[src/rtl/sdr_wts_pkg.sv]
package sdr_wts_pkg;
  typedef enum logic [2:0] {
    CMD_NOP   = 3'b111,
    CMD_READ  = 3'b101,
    CMD_WRITE = 3'b100,
    CMD_PRE   = 3'b010
  } sdr_cmd_e;

  typedef enum logic [1:0] {
    ST_IDLE,
    ST_BURST,
    ST_RECOV
  } seq_st_e;

  localparam int BLEN_CODE_W = 2;
  localparam int BEAT_W      = 3;

  function automatic logic [BEAT_W-1:0] beats_minus_one(input logic [BLEN_CODE_W-1:0] code);
    logic [BEAT_W:0] full;
    full = (BEAT_W+1)'(1) << code;
    return BEAT_W'(full - (BEAT_W+1)'(1));
  endfunction
endpackage

[src/rtl/wts_beat_ctr.sv]
module wts_beat_ctr #(
  parameter int CW = 3
) (
  input  logic          clk,
  input  logic          rst_n,
  input  logic          load,
  input  logic [CW-1:0] load_val,
  input  logic          step,
  output logic          zero
);
  logic [CW-1:0] cnt;

  always_ff @(posedge clk) begin
    if (!rst_n)           cnt <= '0;
    else if (load)        cnt <= load_val;
    else if (step && cnt != '0) cnt <= cnt - CW'(1);
  end

  assign zero = (cnt == '0);
endmodule

[src/rtl/wts_rec_timer.sv]
module wts_rec_timer #(
  parameter int RW    = 2,
  parameter int LOADV = 1
) (
  input  logic clk,
  input  logic rst_n,
  input  logic start,
  output logic fire
);
  logic [RW-1:0] cnt;

  always_ff @(posedge clk) begin
    if (!rst_n)          cnt <= '0;
    else if (start)      cnt <= RW'(LOADV);
    else if (cnt != '0)  cnt <= cnt - RW'(1);
  end

  // The edge that closes a cycle with count 1 issues the precharge.
  assign fire = (cnt == RW'(1));
endmodule

[src/rtl/wts_bank_guard.sv]
module wts_bank_guard #(
  parameter int BANK_W = 2,
  parameter int GW     = 3
) (
  input  logic                 clk,
  input  logic                 rst_n,
  input  logic                 ld,
  input  logic [BANK_W-1:0]    ld_bank,
  input  logic [GW-1:0]        ld_val,
  output logic [2**BANK_W-1:0] busy
);
  localparam int NBANK = 2**BANK_W;

  for (genvar g = 0; g < NBANK; g++) begin : g_bank
    logic [GW-1:0] cnt;
    always_ff @(posedge clk) begin
      if (!rst_n)                             cnt <= '0;
      else if (ld && ld_bank == BANK_W'(g))   cnt <= ld_val;
      else if (cnt != '0)                     cnt <= cnt - GW'(1);
    end
    assign busy[g] = (cnt != '0);
  end
endmodule

[src/rtl/sdr_wtrunc_seq.sv]
module sdr_wtrunc_seq
  import sdr_wts_pkg::*;
#(
  parameter int BANK_W   = 2,
  parameter int COL_W    = 10,
  parameter int ADDR_W   = 13,
  parameter int AP_BIT   = 10,
  parameter int TWR      = 2,
  parameter int TRP      = 3,
  parameter int FAST_CLK = 1
) (
  input  logic                 clk,
  input  logic                 rst_n,
  input  logic                 req_valid,
  output logic                 req_ready,
  input  logic [BANK_W-1:0]    req_bank,
  input  logic [COL_W-1:0]     req_col,
  input  logic [1:0]           req_blen,
  input  logic                 req_page,
  input  logic                 req_ap,
  input  logic                 stop_req,
  input  logic                 stop_rd,
  input  logic [COL_W-1:0]     stop_col,
  output logic [2:0]           cmd,
  output logic [BANK_W-1:0]    cmd_bank,
  output logic [ADDR_W-1:0]    cmd_addr,
  output logic                 dq_oe,
  output logic                 dqm,
  output logic [2**BANK_W-1:0] bank_busy
);
  localparam int TWR_C = (TWR < 1) ? 1 : TWR;
  localparam int TRP_C = (TRP < 1) ? 1 : TRP;
  localparam int RW    = $clog2(TWR_C + 1);
  localparam int GW    = $clog2(TWR_C + TRP_C);
  localparam logic MASK_AT_PRE = (FAST_CLK != 0);

  seq_st_e           st;
  sdr_cmd_e          cmd_q;
  logic [BANK_W-1:0] bank_q, cur_bank;
  logic [ADDR_W-1:0] addr_q, wr_addr, rd_addr;
  logic              oe_q, dqm_q, cur_page, cur_ap;
  logic              beat_zero, rec_fire;
  logic              last_beat, stop_ok, stop_rdgo, stop_prgo;
  logic              can_take, take, pre_go, ap_end;
  logic              guard_ld;
  logic [GW-1:0]     guard_val;

  assign last_beat = (st == ST_BURST) && !cur_page && beat_zero;
  assign stop_ok   = (st == ST_BURST) && stop_req && (stop_rd || cur_page || !cur_ap);
  assign stop_rdgo = stop_ok && stop_rd;
  assign stop_prgo = stop_ok && !stop_rd;
  assign can_take  = (st == ST_IDLE) ||
                     (last_beat && !(cur_ap && req_bank == cur_bank));
  assign req_ready = can_take && !bank_busy[req_bank] && !stop_ok;
  assign take      = req_valid && req_ready;
  assign pre_go    = ((st == ST_RECOV) && rec_fire) || (stop_prgo && TWR_C == 1);
  assign ap_end    = last_beat && cur_ap && !stop_rdgo;

  always_comb begin
    wr_addr = '0;
    wr_addr[COL_W-1:0] = req_col;
    wr_addr[AP_BIT]    = req_ap && !req_page;
    rd_addr = '0;
    rd_addr[COL_W-1:0] = stop_col;
  end

  always_comb begin
    guard_ld  = pre_go || ap_end;
    guard_val = pre_go ? GW'(TRP_C - 1) : GW'(TWR_C + TRP_C - 2);
  end

  wts_beat_ctr #(.CW(BEAT_W)) u_beats (
    .clk      (clk),
    .rst_n    (rst_n),
    .load     (take),
    .load_val (beats_minus_one(req_blen)),
    .step     (st == ST_BURST),
    .zero     (beat_zero)
  );

  wts_rec_timer #(.RW(RW), .LOADV(TWR_C - 1)) u_recov (
    .clk   (clk),
    .rst_n (rst_n),
    .start (stop_prgo && TWR_C > 1),
    .fire  (rec_fire)
  );

  wts_bank_guard #(.BANK_W(BANK_W), .GW(GW)) u_guard (
    .clk     (clk),
    .rst_n   (rst_n),
    .ld      (guard_ld),
    .ld_bank (cur_bank),
    .ld_val  (guard_val),
    .busy    (bank_busy)
  );

  always_ff @(posedge clk) begin
    if (!rst_n) begin
      st       <= ST_IDLE;
      cmd_q    <= CMD_NOP;
      bank_q   <= '0;
      addr_q   <= '0;
      oe_q     <= 1'b0;
      dqm_q    <= 1'b0;
      cur_bank <= '0;
      cur_page <= 1'b0;
      cur_ap   <= 1'b0;
    end else begin
      cmd_q  <= CMD_NOP;
      bank_q <= '0;
      addr_q <= '0;
      oe_q   <= 1'b0;
      dqm_q  <= 1'b0;
      if (take) begin
        cmd_q    <= CMD_WRITE;
        bank_q   <= req_bank;
        addr_q   <= wr_addr;
        oe_q     <= 1'b1;
        cur_bank <= req_bank;
        cur_page <= req_page;
        cur_ap   <= req_ap && !req_page;
        st       <= ST_BURST;
      end else begin
        unique case (st)
          ST_BURST: begin
            if (stop_rdgo) begin
              cmd_q  <= CMD_READ;
              bank_q <= cur_bank;
              addr_q <= rd_addr;
              st     <= ST_IDLE;
            end else if (stop_prgo) begin
              if (TWR_C == 1) begin
                cmd_q  <= CMD_PRE;
                bank_q <= cur_bank;
                dqm_q  <= MASK_AT_PRE;
                st     <= ST_IDLE;
              end else begin
                dqm_q <= 1'b1;
                st    <= ST_RECOV;
              end
            end else if (last_beat) begin
              st <= ST_IDLE;
            end else begin
              oe_q <= 1'b1;
            end
          end
          ST_RECOV: begin
            if (rec_fire) begin
              cmd_q  <= CMD_PRE;
              bank_q <= cur_bank;
              dqm_q  <= MASK_AT_PRE;
              st     <= ST_IDLE;
            end else begin
              dqm_q <= 1'b1;
            end
          end
          default: st <= ST_IDLE;
        endcase
      end
    end
  end

  assign cmd      = cmd_q;
  assign cmd_bank = bank_q;
  assign cmd_addr = addr_q;
  assign dq_oe    = oe_q;
  assign dqm      = dqm_q;
endmodule

[config.mk]
export PLATFORM = sky130hd
export DESIGN_NAME = sdr_wtrunc_seq
export DESIGN_NICKNAME = d
export VERILOG_FILES = /design/src/rtl/sdr_wts_pkg.sv /design/src/rtl/wts_beat_ctr.sv /design/src/rtl/wts_rec_timer.sv /design/src/rtl/wts_bank_guard.sv /design/src/rtl/sdr_wtrunc_seq.sv
export SDC_FILE = /design/constraint.sdc
export NUM_CORES = 1
export LEC_CHECK = 0
export BUFFER_PORTS_ARGS = -buffer_cell sky130_fd_sc_hd__buf_2
export CORE_MARGIN = 2
export CORE_UTILIZATION = 25
export DETAILED_ROUTE_END_ITERATION = 6
export GPL_ROUTABILITY_DRIVEN = 0
export MAX_ROUTING_LAYER = met4
export PLACE_DENSITY_LB_ADDON = 0.08
export SLEW_MARGIN = 20
export SYNTH_ARGS = -nofsm -noshare
export SYNTH_HDL_FRONTEND = slang
export SYNTH_SLANG_ARGS = --single-unit
[constraint.sdc]
create_clock -name clk -period 3.2 [get_ports clk]
set_input_delay 0 -clock clk [delete_from_list [all_inputs] [get_ports clk]]
set_output_delay 0 -clock clk [all_outputs]
set_load 0.01 [all_outputs]
==> results of run 1 <==
sequential cells by signal, summed over array words and instances (netlist names):
register	flops
cmd	3
cmd_addr	11
u_guard.g_bank.cnt	12
cur_ap	1
cur_bank	2
dqm	1
dq_oe	1
cmd_bank	2
st	2
cur_page	1
u_recov.cnt	2
u_beats.cnt	3
final cells by class:
type	instances	area share
multi-input cells	158	0.398
flip-flops and latches	41	0.300
repair buffers	76	0.180
well taps	105	0.0480
clock buffers	7	0.0315
inverters	23	0.0315
clock inverters	1	0.0110
cells by family (layout without fill, tap and decap cells):
family,after synthesis,after routing,share of synthesized area
flip-flops,41,41,0.398
buffers and inverters,36,107,0.0752
AO/OA/AOI/OAI,48,48,0.165
XOR/XNOR,10,10,0.0425
multiplexers,6,6,0.0364
adder cells (fa/ha/maj),14,14,0.0849
AND/OR/NAND/NOR,78,78,0.196
other,1,2,0.00182
report_power, final:
part / switching, mW / internal, mW
logic: 0.504 / 0.478
registers: 0.0772 / 0.650
clock network: 0.184 / 0.255
per-layer routing:
layer  GRT usage  share of wire  vias up
li1            -              -      928
met1       0.154           0.50      779
met2       0.180           0.43       43
met3      0.0263          0.057        6
met4      0.0507          0.015        0
met5           -              0        -
worst max-delay path by stage:
| stage | slack (ns) | start | depth (start not counted) | endpoint |
|---|---|---|---|---|
| after global placement | 0.76 | u_guard.g_bank[3].cnt[0] | 11 | u_beats.cnt[2] |
| after global routing | 0.07 | u_guard.g_bank[1].cnt[0] | 8 | cmd_addr[9] |
| after floorplan | 0.74 | u_guard.g_bank[3].cnt[0] | 12 | u_beats.cnt[2] |
| after detailed placement | 0.68 | u_guard.g_bank[1].cnt[0] | 11 | u_beats.cnt[2] |
| final | 0.27 | u_guard.g_bank[1].cnt[0] | 8 | cmd_addr[3] |
| after CTS | 0.25 | u_guard.g_bank[1].cnt[0] | 8 | cmd_addr[2] |
tightest hold or removal path: stages:
cell	delay, ns
buf_2	0.11
nor2_1	0.04
a21oi_1	0.11
through the flow:
| step | util | instance area, sq um | setup WS, ns | cells | hold WS (ns) |
|---|---|---|---|---|---|
| after floorplan | - | 2070 | 0.740 | 235 | 0.135 |
| after global placement | 0.297 | 2400 | 0.758 | 381 | 0.266 |
| after detailed placement | 0.297 | 2400 | 0.683 | 381 | 0.270 |
| after CTS | 0.338 | 2740 | 0.253 | 411 | 0.00608 |
| after global routing | 0.338 | 2740 | 0.0668 | 411 | 0.0179 |
| final | 0.338 | 2740 | 0.265 | 411 | 0.0131 |
cell usage in the layout, fill, tap and decap left out, drive strengths merged, types with 4 or more instances in the layout:
master       synthesis  routed
buf                  7      54
dfxtp               41      41
nand2               28      28
inv                 23      23
dlygate4sd3          0      22
nor2b               16      16
ha                  14      14
o21ai               12      12
a22oi               10      10
nor2                 9       9
a21boi               9       9
xnor2                7       7
clkbuf               6       7
a21oi                5       5
nor3b                4       4
and3                 4       4
o21a                 4       4
==> results.cfg, run 1 <==
[clock_network]
cts_hold_repair.buffers = 22
cts_tree = yes
cts_resized = 0
clk_path_buf_depth = 2
numCtsBuffers = 5
post_cts_buffers = 0
ctsHtreeMaxLevel = 2
path_clk_slew_ns = 0.08
cts_sinks = 41
cts_root_buffer = clkbuf_8
insertion_delay_ns = 0.30

[finish]
diodes = 0
final_nets = 350
layout-drive-gt1-share = 0.216
seq_area_sq_um = 821
syn2layout_area_growth_pct = 32.7
fill_cells = 852
multiInputGateArea_sq_mm = 0.00109

[global_route]
grt_pass1_vias = 1670
antenna_found_initial = 0
grt_overflow = 0
grt_max_degree = 45
grtUsageTotal = 0.120
grt_pass1_wl_mm = 8.04

[route]
drtIter0Drc = 63
routed_wl_mm = 5.03
via_per_inst = 4.27
drc = 0
first_pass_iters = 4
detail-route-antenna-nets = 0
vias = 1756
wl_per_cell_um = 12.2

[critical_path]
worst-r2r-setup-slack_ns = 0.27
r2r-end = cmd_addr[3]
crit_chain = inv_1 > ha_1 > ha_1 > mux4_2 > and4bb_1 > a22oi_1 > dlygate4sd3_1 > nor2b_1
reg2reg_from = u_guard.g_bank[1].cnt[0]
worst-r2r-cell-count = 8
cpPeakStageDelay_ns = 0.58
critPathMaxFanout = 25
start_kind = register
critPathBufInv = 2
critPathKind = register to register
required_ns = 3.40
critPathMostFrequentCell = ha_1
cp.arrival_ns = 3.13
crit_path_end_kind = register
cpLargestDelayFamily = buffers and inverters
crit_slowest_cell = dlygate4sd3_1

[pwr]
p_per_area_mw_per_mm2 = 784
irDropWorstVdd_v = 0.000181
leakage_nw = 1.20
total_power_mw = 2.15

[synthesis]
netlist_area_sq_mm = 0.00206
synth_warnings = 0
synth_top_area_cell = dfxtp_1
yosys_most_used_dff = dfxtp_1
synth_commonest_cells = dfxtp_1, nand2_1, inv_1, nor2b_1, ha_1
synth_edf_count = 0
async_flop_share = 0
avgSynthCellArea_sq_um = 8.82
synthCells = 234
yosysMostFrequentCell = dfxtp_1
seq_area_frac_synth = 0.398
ys_seq_elements = 41
synth_top_area_frac = 0.398
yosys-top-cells-area = dfxtp_1, ha_1, nand2_1
synth_cell_type_count = 43

[timing]
tns_ns = 0
slew_viol_final = 0
setup_violations = 0
rsz0062_at_grt = no
period_needed_ns = 2.93
fin_crit_sh = 0.917
relSlewSlack = 0.387
clock.fmax_mhz = 341
skew_ns = 0.0100
worstMarginPinSlew_ns = 0.920
hold_viol_final = 0

[floorplanning]
ios = 56
die_x_um = 94.8
dieArea_sq_mm = 0.00900
start_util = 0.255
die_h_um = 94.8
rows = 33
core_sq_mm = 0.00809

[outcome]
outcome = finished clean

[hold_path]
holdCritPathClass = input port to register
min_path_cells = 3
min_to = u_beats.cnt[0]
min-delay-start = req_blen[1]

[job]
cap_violations = 0

[placed_design]
hpwl_mm = 3.39
io_buffers = 53
No activity file was read; power rests on OpenSTA's default activity.
==> run 2, diff against run 1 <==
- CORE_ASPECT_RATIO: not set -> 1.1
==> results.cfg, run 2 (same netlist as run 1, synthesis figures left out) <==
[route]
drc = 0
first_pass_iters = 4
via_per_inst = 4.29
drtIter0Drc = 93
vias = 1777
wl_per_cell_um = 12.0
routed_wl_mm = 4.96
detail-route-antenna-nets = 0

[floorplanning]
die_x_um = 90.6
die_h_um = 99.3
dieArea_sq_mm = 0.00900
core_sq_mm = 0.00796
start_util = 0.259
ios = 56
rows = 34

[global_route]
grt_overflow = 0
antenna_found_initial = 0
grt_pass1_vias = 1713
grt_pass1_wl_mm = 8.14
grt_max_degree = 45
grtUsageTotal = 0.115

[pwr]
p_int_mw = 1.29
switching_share = 0.372
p_per_area_mw_per_mm2 = 757
power_frac_clock = 0.162
comb_power_share = 0.481
p_seq_frac = 0.356
leakage_nw = 1.19
irDropWorstVdd_v = 0.000223
p_sw_mw = 0.763

[clock_network]
clk_path_buf_depth = 2
cts_sinks = 41
path_clk_slew_ns = 0.08
insertion_delay_ns = 0.29
cts_tree = yes
ctsHtreeMaxLevel = 2
numCtsBuffers = 5
cts_root_buffer = clkbuf_8

[finish]
syn2layout_area_growth_pct = 31.2
top_register = u_guard.g_bank.cnt
final_util = 0.340
stdcell_area_sq_mm = 0.00271
layout_common_cells = buf_2, dfxtp_1, nand2_1
final_nets = 350
diodes = 0
final_common_cell = buf_2
layout-drive-gt1-share = 0.219
fill_cells = 846
largest_register_ffs = 12
final_cells = 414

[hold_path]
min_path_cells = 3
min-delay-start = req_bank[1]
min_to = cur_bank[1]
holdCritPathClass = input port to register

[critical_path]
start_kind = register
r2r-end = cmd_addr[0]
worst-r2r-setup-slack_ns = 0.41
critPathMaxFanout = 17
critPathKind = register to register
cp.arrival_ns = 2.98
worst-r2r-cell-count = 8
required_ns = 3.39
reg2reg_from = u_guard.g_bank[3].cnt[0]
crit_path_end_kind = register

[timing]
rsz0062_at_grt = no
relSlewSlack = 0.521
clock.fmax_mhz = 359
period_needed_ns = 2.79
worstMarginPinSlew_ns = 0.718
slew_viol_final = 0
fin_crit_sh = 0.871
skew_ns = 0.00375
hold_viol_final = 0
tns_ns = 0
setup_violations = 0

[placed_design]
io_buffers = 53
dp.cells = 385
place_area_sq_mm = 0.00241
hpwl_mm = 3.48

[outcome]
outcome = finished clean

[job]
cap_violations = 0
-- run 2: cell types whose count changed in the layout (fill, tap and decap cells not counted), sizes merged --
cell	change
clkbuf	-1
buf	+1
dlygate4sd3	-1
bufinv	-1
clkinv	+2
-- run 2: worst max-delay path by stage --
stage	from	end	slack [ns]	depth (start not counted)
finish	u_guard.g_bank[3].cnt[0]	cmd_addr[0]	0.41	8
global route	u_guard.g_bank[3].cnt[0]	cmd_addr[4]	0.26	8
global placement	u_guard.g_bank[3].cnt[0]	u_beats.cnt[2]	0.79	11
floorplan	u_guard.g_bank[3].cnt[0]	u_beats.cnt[2]	0.74	12
detailed placement	u_guard.g_bank[3].cnt[0]	u_beats.cnt[2]	0.73	11
CTS	u_guard.g_bank[3].cnt[0]	cmd_addr[7]	0.41	8
-- run 2: what timing repair did --
action,4_1_cts,5_1_grt
hold endpoints to repair,12,0
hold buffers,21,0
buffers inserted,0,0
gates resized for setup,0,0
-- run 2: per-layer routing --
metal / global-route usage / wire length (um)
met1: 0.150 / 2510
met2: 0.177 / 2130
met3: 0.0258 / 260
met4: 0.0391 / 59
met5: - / 0
-- run 2: per-stage QoR --
step | setup WS [ns] | total power [mW] | hold WS, ns
finish | 0.414 | 2.05 | 0.00672
floorplan | 0.740 | 1.43 | 0.135
global placement | 0.785 | 1.69 | 0.261
CTS | 0.409 | 2.08 | 0.00595
detailed placement | 0.734 | 1.68 | 0.266
global route | 0.258 | 2.24 | 0.0275
-- run 2: critical path: stages, from the launching register on --
cell	delay, ns
dfxtp_1	0.34
inv_1	0.05
ha_1	0.19
ha_1	0.24
mux4_2	0.52
and4bb_1	0.45
a22oi_1	0.27
dlygate4sd3_1	0.58
nor2b_1	0.04
-- run 2: final cells by class --
cell class	instances	area [sq um]	area share
multi-input combinational	158	1090	0.403
clock inverter	2	10.0	0.00370
timing repair buffer	76	490	0.181
tap	108	135	0.0499
sequential	41	821	0.303
inverter	23	86.3	0.0319
clock buffer	6	72.6	0.0268
-- run 2: power groups by stage --
stage | Sequential (mW) | Clock [mW] | Combinational (mW)
floorplan | 0.740 | 0 | 0.694
global placement | 0.742 | 0 | 0.944
detailed placement | 0.741 | 0 | 0.935
CTS | 0.731 | 0.354 | 0.999
global route | 0.747 | 0.364 | 1.13
finish | 0.730 | 0.332 | 0.986
